### src/rtl/lirq_pkg.sv
// Shared constants for the banked interrupt unit.
// Assumes a 32-bit enable register and an 8-bit stored status.
package lirq_pkg;
    localparam int unsigned REG_W      = 32;
    localparam int unsigned STS_W      = 8;
    localparam int unsigned BE_W       = REG_W / 8;
    localparam int unsigned MASTER_BIT = 31;

    localparam logic [STS_W-1:0] CAUSE_DATA_AVAIL = 8'h01;
    localparam logic [STS_W-1:0] CAUSE_STS_VALID  = 8'h02;
    localparam logic [STS_W-1:0] CAUSE_LOC_CHANGE = 8'h04;
    localparam logic [STS_W-1:0] CAUSE_CMD_READY  = 8'h80;
    localparam logic [STS_W-1:0] CAUSE_SUPPORTED  =
        CAUSE_DATA_AVAIL | CAUSE_STS_VALID | CAUSE_LOC_CHANGE | CAUSE_CMD_READY;

    localparam logic [REG_W-1:0] POLARITY_FIELD = 32'h0000_0018;
    localparam logic [REG_W-1:0] POLARITY_LOW   = 32'h0000_0008;
    localparam logic [REG_W-1:0] EN_WMASK =
        (32'h1 << MASTER_BIT) | POLARITY_FIELD | {24'h0, CAUSE_SUPPORTED};
    localparam logic [REG_W-1:0] EN_RESET = POLARITY_LOW;

    typedef enum logic {
        SEL_ENABLE = 1'b0,
        SEL_STATUS = 1'b1
    } reg_sel_e;
endpackage

### src/rtl/lirq_decode.sv
// Turns the write port, the ownership inputs and the event tag into
// per-locality strobes. Assumes at most one write and one event per cycle.
module lirq_decode #(
    parameter int unsigned NUM_LOC = 5,
    parameter int unsigned LOC_W   = $clog2(NUM_LOC + 1)
) (
    input  logic               active_vld,
    input  logic [LOC_W-1:0]   active_loc,
    input  logic               wr_en,
    input  logic [LOC_W-1:0]   wr_loc,
    input  logic               wr_sel,
    input  logic               evt_valid,
    input  logic [LOC_W-1:0]   evt_loc,
    output logic [NUM_LOC-1:0] en_gnt,
    output logic [NUM_LOC-1:0] sts_gnt,
    output logic [NUM_LOC-1:0] evt_hit
);
    import lirq_pkg::*;

    logic owner_wr;

    // A write is honoured only when it comes from the owning locality.
    always_comb owner_wr = wr_en && active_vld && (active_loc == wr_loc);

    for (genvar g = 0; g < NUM_LOC; g++) begin : g_loc
        // Per-locality strobes; out-of-range tags match no bank.
        always_comb begin
            en_gnt[g]  = owner_wr && (wr_loc == LOC_W'(g)) && (wr_sel == SEL_ENABLE);
            sts_gnt[g] = owner_wr && (wr_loc == LOC_W'(g)) && (wr_sel == SEL_STATUS);
            evt_hit[g] = evt_valid && (evt_loc == LOC_W'(g));
        end
    end
endmodule

### src/rtl/lirq_bank.sv
// One locality's enable and status registers. Applies byte-lane enable
// writes, write-one-to-clear status writes and gated event capture.
// Reports whether it latched a cause and whether a clear emptied it.
module lirq_bank (
    input  logic        clk,
    input  logic        rst_n,
    input  logic        en_gnt,
    input  logic        sts_gnt,
    input  logic        evt_hit,
    input  logic [7:0]  evt_cause,
    input  logic [31:0] wr_data,
    input  logic [3:0]  wr_be,
    output logic [31:0] en_q,
    output logic [7:0]  sts_q,
    output logic        set_any,
    output logic        emptied
);
    import lirq_pkg::*;

    logic [REG_W-1:0] lane_mask;
    logic [REG_W-1:0] en_next;
    logic [STS_W-1:0] set_bits;
    logic [STS_W-1:0] clr_bits;
    logic [STS_W-1:0] sts_next;

    // Expand byte enables into a bit mask.
    always_comb begin
        for (int b = 0; b < BE_W; b++) begin
            lane_mask[b*8 +: 8] = {8{wr_be[b]}};
        end
    end

    // Next enable value: addressed lanes take the writable bits of the data.
    always_comb begin
        en_next = en_q;
        if (en_gnt) begin
            en_next = (en_q & ~lane_mask) | (wr_data & lane_mask & EN_WMASK);
        end
    end

    // Causes admitted by the master enable and the per-cause enables.
    always_comb begin
        set_bits = '0;
        if (evt_hit && en_q[MASTER_BIT]) begin
            set_bits = evt_cause & en_q[STS_W-1:0] & CAUSE_SUPPORTED;
        end
    end

    // Bits cleared by a status write in the lowest byte lane.
    always_comb begin
        clr_bits = '0;
        if (sts_gnt && wr_be[0]) begin
            clr_bits = wr_data[STS_W-1:0] & CAUSE_SUPPORTED;
        end
    end

    // Status update: clear first, then new causes win.
    always_comb sts_next = (sts_q & ~clr_bits) | set_bits;

    // Line-control flags for the shared output.
    always_comb begin
        set_any = |set_bits;
        emptied = (|clr_bits) && (|sts_q) && (sts_next == '0);
    end

    // Register state with synchronous reset.
    always_ff @(posedge clk) begin
        if (!rst_n) begin
            en_q  <= EN_RESET;
            sts_q <= '0;
        end else begin
            en_q  <= en_next;
            sts_q <= sts_next;
        end
    end
endmodule

### src/rtl/lirq_line.sv
// Shared level interrupt line. Raised by any latched cause, lowered when
// a granted clear empties the written locality. Raising wins a tie.
module lirq_line #(
    parameter int unsigned NUM_LOC = 5
) (
    input  logic               clk,
    input  logic               rst_n,
    input  logic [NUM_LOC-1:0] set_vec,
    input  logic [NUM_LOC-1:0] empty_vec,
    output logic               irq
);
    logic irq_next;

    // Priority: set over clear over hold.
    always_comb begin
        irq_next = irq;
        if (|empty_vec) irq_next = 1'b0;
        if (|set_vec)   irq_next = 1'b1;
    end

    // Line register with synchronous reset.
    always_ff @(posedge clk) begin
        if (!rst_n) irq <= 1'b0;
        else        irq <= irq_next;
    end
endmodule

### src/rtl/lirq_unit.sv
// Top of the banked interrupt unit: decode, one bank per locality,
// the shared line and the read multiplexer. Assumes the owner is
// supplied by surrounding logic and that reads have no side effects.
module lirq_unit #(
    parameter int unsigned NUM_LOC = 5,
    parameter int unsigned LOC_W   = $clog2(NUM_LOC + 1)
) (
    input  logic             clk,
    input  logic             rst_n,
    input  logic             active_vld,
    input  logic [LOC_W-1:0] active_loc,
    input  logic             evt_valid,
    input  logic [LOC_W-1:0] evt_loc,
    input  logic [7:0]       evt_cause,
    input  logic             wr_en,
    input  logic [LOC_W-1:0] wr_loc,
    input  logic             wr_sel,
    input  logic [31:0]      wr_data,
    input  logic [3:0]       wr_be,
    input  logic [LOC_W-1:0] rd_loc,
    input  logic             rd_sel,
    output logic [31:0]      rd_data,
    output logic             irq
);
    import lirq_pkg::*;

    logic [NUM_LOC-1:0]       en_gnt;
    logic [NUM_LOC-1:0]       sts_gnt;
    logic [NUM_LOC-1:0]       evt_hit;
    logic [NUM_LOC-1:0]       set_vec;
    logic [NUM_LOC-1:0]       empty_vec;
    logic [REG_W-1:0]         en_arr  [NUM_LOC];
    logic [STS_W-1:0]         sts_arr [NUM_LOC];
    logic [NUM_LOC*REG_W-1:0] en_flat;
    logic [NUM_LOC*STS_W-1:0] sts_flat;

    lirq_decode #(.NUM_LOC(NUM_LOC), .LOC_W(LOC_W)) u_decode (
        .active_vld (active_vld),
        .active_loc (active_loc),
        .wr_en      (wr_en),
        .wr_loc     (wr_loc),
        .wr_sel     (wr_sel),
        .evt_valid  (evt_valid),
        .evt_loc    (evt_loc),
        .en_gnt     (en_gnt),
        .sts_gnt    (sts_gnt),
        .evt_hit    (evt_hit)
    );

    for (genvar g = 0; g < NUM_LOC; g++) begin : g_bank
        lirq_bank u_bank (
            .clk       (clk),
            .rst_n     (rst_n),
            .en_gnt    (en_gnt[g]),
            .sts_gnt   (sts_gnt[g]),
            .evt_hit   (evt_hit[g]),
            .evt_cause (evt_cause),
            .wr_data   (wr_data),
            .wr_be     (wr_be),
            .en_q      (en_arr[g]),
            .sts_q     (sts_arr[g]),
            .set_any   (set_vec[g]),
            .emptied   (empty_vec[g])
        );
        // Flattened views for the checker.
        always_comb begin
            en_flat[g*REG_W +: REG_W]  = en_arr[g];
            sts_flat[g*STS_W +: STS_W] = sts_arr[g];
        end
    end

    lirq_line #(.NUM_LOC(NUM_LOC)) u_line (
        .clk       (clk),
        .rst_n     (rst_n),
        .set_vec   (set_vec),
        .empty_vec (empty_vec),
        .irq       (irq)
    );

    // Read multiplexer; an out-of-range locality reads as zero.
    always_comb begin
        rd_data = '0;
        for (int i = 0; i < NUM_LOC; i++) begin
            if (rd_loc == LOC_W'(i)) begin
                rd_data = (rd_sel == SEL_STATUS) ? {{(REG_W-STS_W){1'b0}}, sts_arr[i]}
                                                 : en_arr[i];
            end
        end
    end
endmodule

### config.mk
export PLATFORM = sky130hd
export DESIGN_NAME = lirq_unit
export DESIGN_NICKNAME = d
export VERILOG_FILES = /design/src/rtl/lirq_pkg.sv /design/src/rtl/lirq_decode.sv /design/src/rtl/lirq_bank.sv /design/src/rtl/lirq_line.sv /design/src/rtl/lirq_unit.sv
export SDC_FILE = /design/constraint.sdc
export NUM_CORES = 1
export LEC_CHECK = 0
export BUFFER_PORTS_ARGS = -buffer_cell sky130_fd_sc_hd__buf_4
export CORE_MARGIN = 4
export CORE_UTILIZATION = 54
export DETAILED_ROUTE_END_ITERATION = 7
export PLACE_DENSITY = 0.73
export SYNTH_ARGS = -nofsm -noshare
export SYNTH_HDL_FRONTEND = slang
export SYNTH_SLANG_ARGS = --single-unit
### constraint.sdc
create_clock -name clk -period 4.01 [get_ports clk]
set_input_delay 0.2005 -clock clk [delete_from_list [all_inputs] [get_ports clk]]
set_output_delay 0.2005 -clock clk [all_outputs]
set_load 0.05 [all_outputs]
==> results.json <==
{
  "outcome": "finished, final reports clean",
  "antenna_left": 0,
  "synth_edf_count": 0,
  "overflow": 0,
  "min_period_ns": 2.57,
  "p_leak_nw": 3.60,
  "synth_area_leaders": "dfxtp_1, and2_1, mux4_2",
  "critPathCaptureType": "primary output",
  "htreeDepth": 4,
  "grt_pass1_wl_mm": 33.1,
  "use_met1": 0.342,
  "fmax_mhz": 390,
  "die_w_um": 129,
  "post-route-drc-count": 0,
  "crit_slowest_cell": "and2_1",
  "first_pass_iters": 5,
  "clkTransAtPathRegs_ns": 0.06,
  "grt.total_usage": 0.256,
  "yosys.area.top_type": "dfxtp_1",
  "rr_endpoint": "u_line.irq",
  "syn_area_per_cell_um2": 9.42,
  "min_path_type": "primary input to flop",
  "grt_most_used_layer": "met2",
  "post_cts.repair.setup_buffers": 0,
  "syn_inst": 832,
  "final_hold_viol_count": 0,
  "insertedDiodeCount": 0,
  "min_period_over_period": 0.640,
  "cts.path.max_buffers": 2,
  "dieHeight_um": 129,
  "syn_nets": 895,
  "power_density_mw_per_mm2": 403,
  "ios": 96,
  "cp_top_family": "simple AND/OR/NAND/NOR gates",
  "area_growth_pct": 14.2,
  "ys_seq_elements": 181,
  "cp.required_ns": 3.81,
  "syn_area_mm2": 0.00784,
  "crit_arrival_ns": 2.37,
  "clk_latency_ns": 0.42,
  "fin_nets": 935,
  "ctsHoldBuffers": 0,
  "slew_headroom": 0.252,
  "vias": 6414,
  "cp_num_buf_inv": 2,
  "r2r_setup_slack_ns": 2.18,
  "viasPerCell": 6.02,
  "yosys.area.top_type_share": 0.462,
  "hold_depth": 3,
  "cp-start-kind": "primary input",
  "numCtsBuffers": 17,
  "portBuffers": 66,
  "gp_congestion": 0.945,
  "start_util": 0.558,
  "wire_per_inst_um": 19.3,
  "grt_util_met3": 0.0743,
  "coreArea_mm2": 0.0140,
  "peakVddDrop_uv": 389,
  "seq_area_frac_synth": 0.462,
  "rsz0062_at_grt": "false",
  "setup_viol": 0,
  "drive_gt1_frac": 0.180,
  "use_met2": 0.404,
  "fin_cells": 1065,
  "hp-start": "wr_data[3]",
  "cts.repair.resized": 0,
  "clock_sinks": 181,
  "wl_mm": 20.6,
  "crit_fanout": 33,
  "slew_viol_final": 0,
  "tightest_slew_ns": 1.12,
  "dieArea_mm2": 0.0165,
  "async_flop_share": 0,
  "nFillCells": 1172,
  "cap_viol_max_count": 0,
  "grt_antenna_before_repair": 0,
  "grt_pass1_vias": 6330,
  "ys_types": 63,
  "ys.flop_type": "dfxtp_1",
  "critPathKind": "primary input to primary output",
  "hpwl_mm": 13.7,
  "rows": 43,
  "skew_ns": 0.00647,
  "reg2reg_depth": 5,
  "slowest_delay_ns": 0.94,
  "multi_input_area_mm2": 0.00397,
  "setup_total_negative_slack_ns": 0,
  "placedCellCount": 1033,
  "path_cells": "buf_4 -> nor2_1 -> and2_1 -> a21oi_1 -> nor2_1 -> buf_4",
  "drt_iter0_drc": 719,
  "grt_start_max_net_pins": 61,
  "seq_area_mm2": 0.00362,
  "cts_root_buffer": "clkbuf_16",
  "cts_tree": "built",
  "yosysWarningCount": 0
}
area by class of cell:
class / count / area share
Sequential cell: 181 / 0.405
Multi-Input combinational cell: 591 / 0.444
Inverter: 11 / 0.00461
Clock buffer: 19 / 0.0495
Clock inverter: 13 / 0.0137
Tap cell: 180 / 0.0252
Timing Repair Buffer: 70 / 0.0587
power breakdown:
group / internal, W / switching (W)
Sequential: 0.00180 / 0.000000281
Combinational: 0.0000586 / 0.000151
Clock: 0.000882 / 0.000717
Total: 0.00274 / 0.000868
cell usage after synthesis (all sizes together) (2+ instances only):
library cell	instances
a2111oi	2
dfxtp	181
inv	10
nor3	14
nand3	39
or3	2
a21oi	67
xor2	2
nor2	72
clkbuf	33
a21boi	8
nor2b	22
nand4bb	2
nand2	66
mux4	20
mux2i	28
nor4	11
o21ai	11
nand2b	5
a211oi	4
mux2	11
and2	86
a32oi	10
a22oi	9
o21a	8
nand3b	3
o211ai	8
nor3b	9
buf	16
or2	3
and3	46
a22o	2
and2b	3
a222oi	2
nand4	4
worst reg2reg max path: cells and delay by family (launching register included):
family	cells	cell delay, ns
and+or+nand+nor	1	0.18
DFF	1	0.38
AOI/OAI and AO/OA	4	1.22
cells by family (layout without fill, tap and decap cells):
group           after synthesis  in the layout  synth area share
mux                          59             59             0.109
buf+inv                      60            113            0.0324
flops                       181            181             0.462
simple gates                392            392             0.277
xor+xnor                      2              2           0.00415
compound gates              138            138             0.115
layer usage:
metal	vias to the layer above	wire [um]
met5	-	0
met4	0	404
met3	36	1740
met2	252	9730
met1	3108	8730
li1	3018	-
per-stage QoR:
stage          setup WS (ns)  cell area, um^2  total power (W)   util  hold slack [ns]
2_1_floorplan           1.40             7840          0.00197      -            0.348
3_3_place_gp            1.47             8390          0.00204  0.597            0.436
3_5_place_dp            1.46             8390          0.00205  0.597            0.441
4_1_cts                 1.46             8950          0.00363  0.637           0.0345
5_1_grt                 1.28             8950          0.00372  0.637           0.0588
6_report                1.44             8950          0.00361  0.637           0.0525
how the worst max path moves through the flow:
stage / from / end / cells past startpoint
2_1_floorplan: rd_loc[1] / rd_data[13] / 7
3_3_place_gp: rd_loc[1] / rd_data[23] / 6
3_5_place_dp: rd_loc[1] / rd_data[17] / 6
4_1_cts: rd_loc[1] / rd_data[23] / 6
5_1_grt: rd_loc[1] / rd_data[29] / 6
6_report: rd_loc[1] / rd_data[23] / 6
placed cells by master (no fill, tap or decap), types with 10 or more instances in the layout:
| cell | count |
|---|---|
| nor2b_1 | 22 |
| mux2i_1 | 28 |
| and3_1 | 46 |
| a21oi_1 | 59 |
| mux4_2 | 20 |
| nor2_1 | 72 |
| mux2_2 | 11 |
| and2_1 | 82 |
| dfxtp_1 | 181 |
| a32oi_1 | 10 |
| nand3_1 | 36 |
| clkbuf_16 | 17 |
| inv_1 | 10 |
| nor3_1 | 14 |
| o21ai_0 | 11 |
| nand2_1 | 64 |
| buf_4 | 70 |
Power figures use the tool's default switching activity.
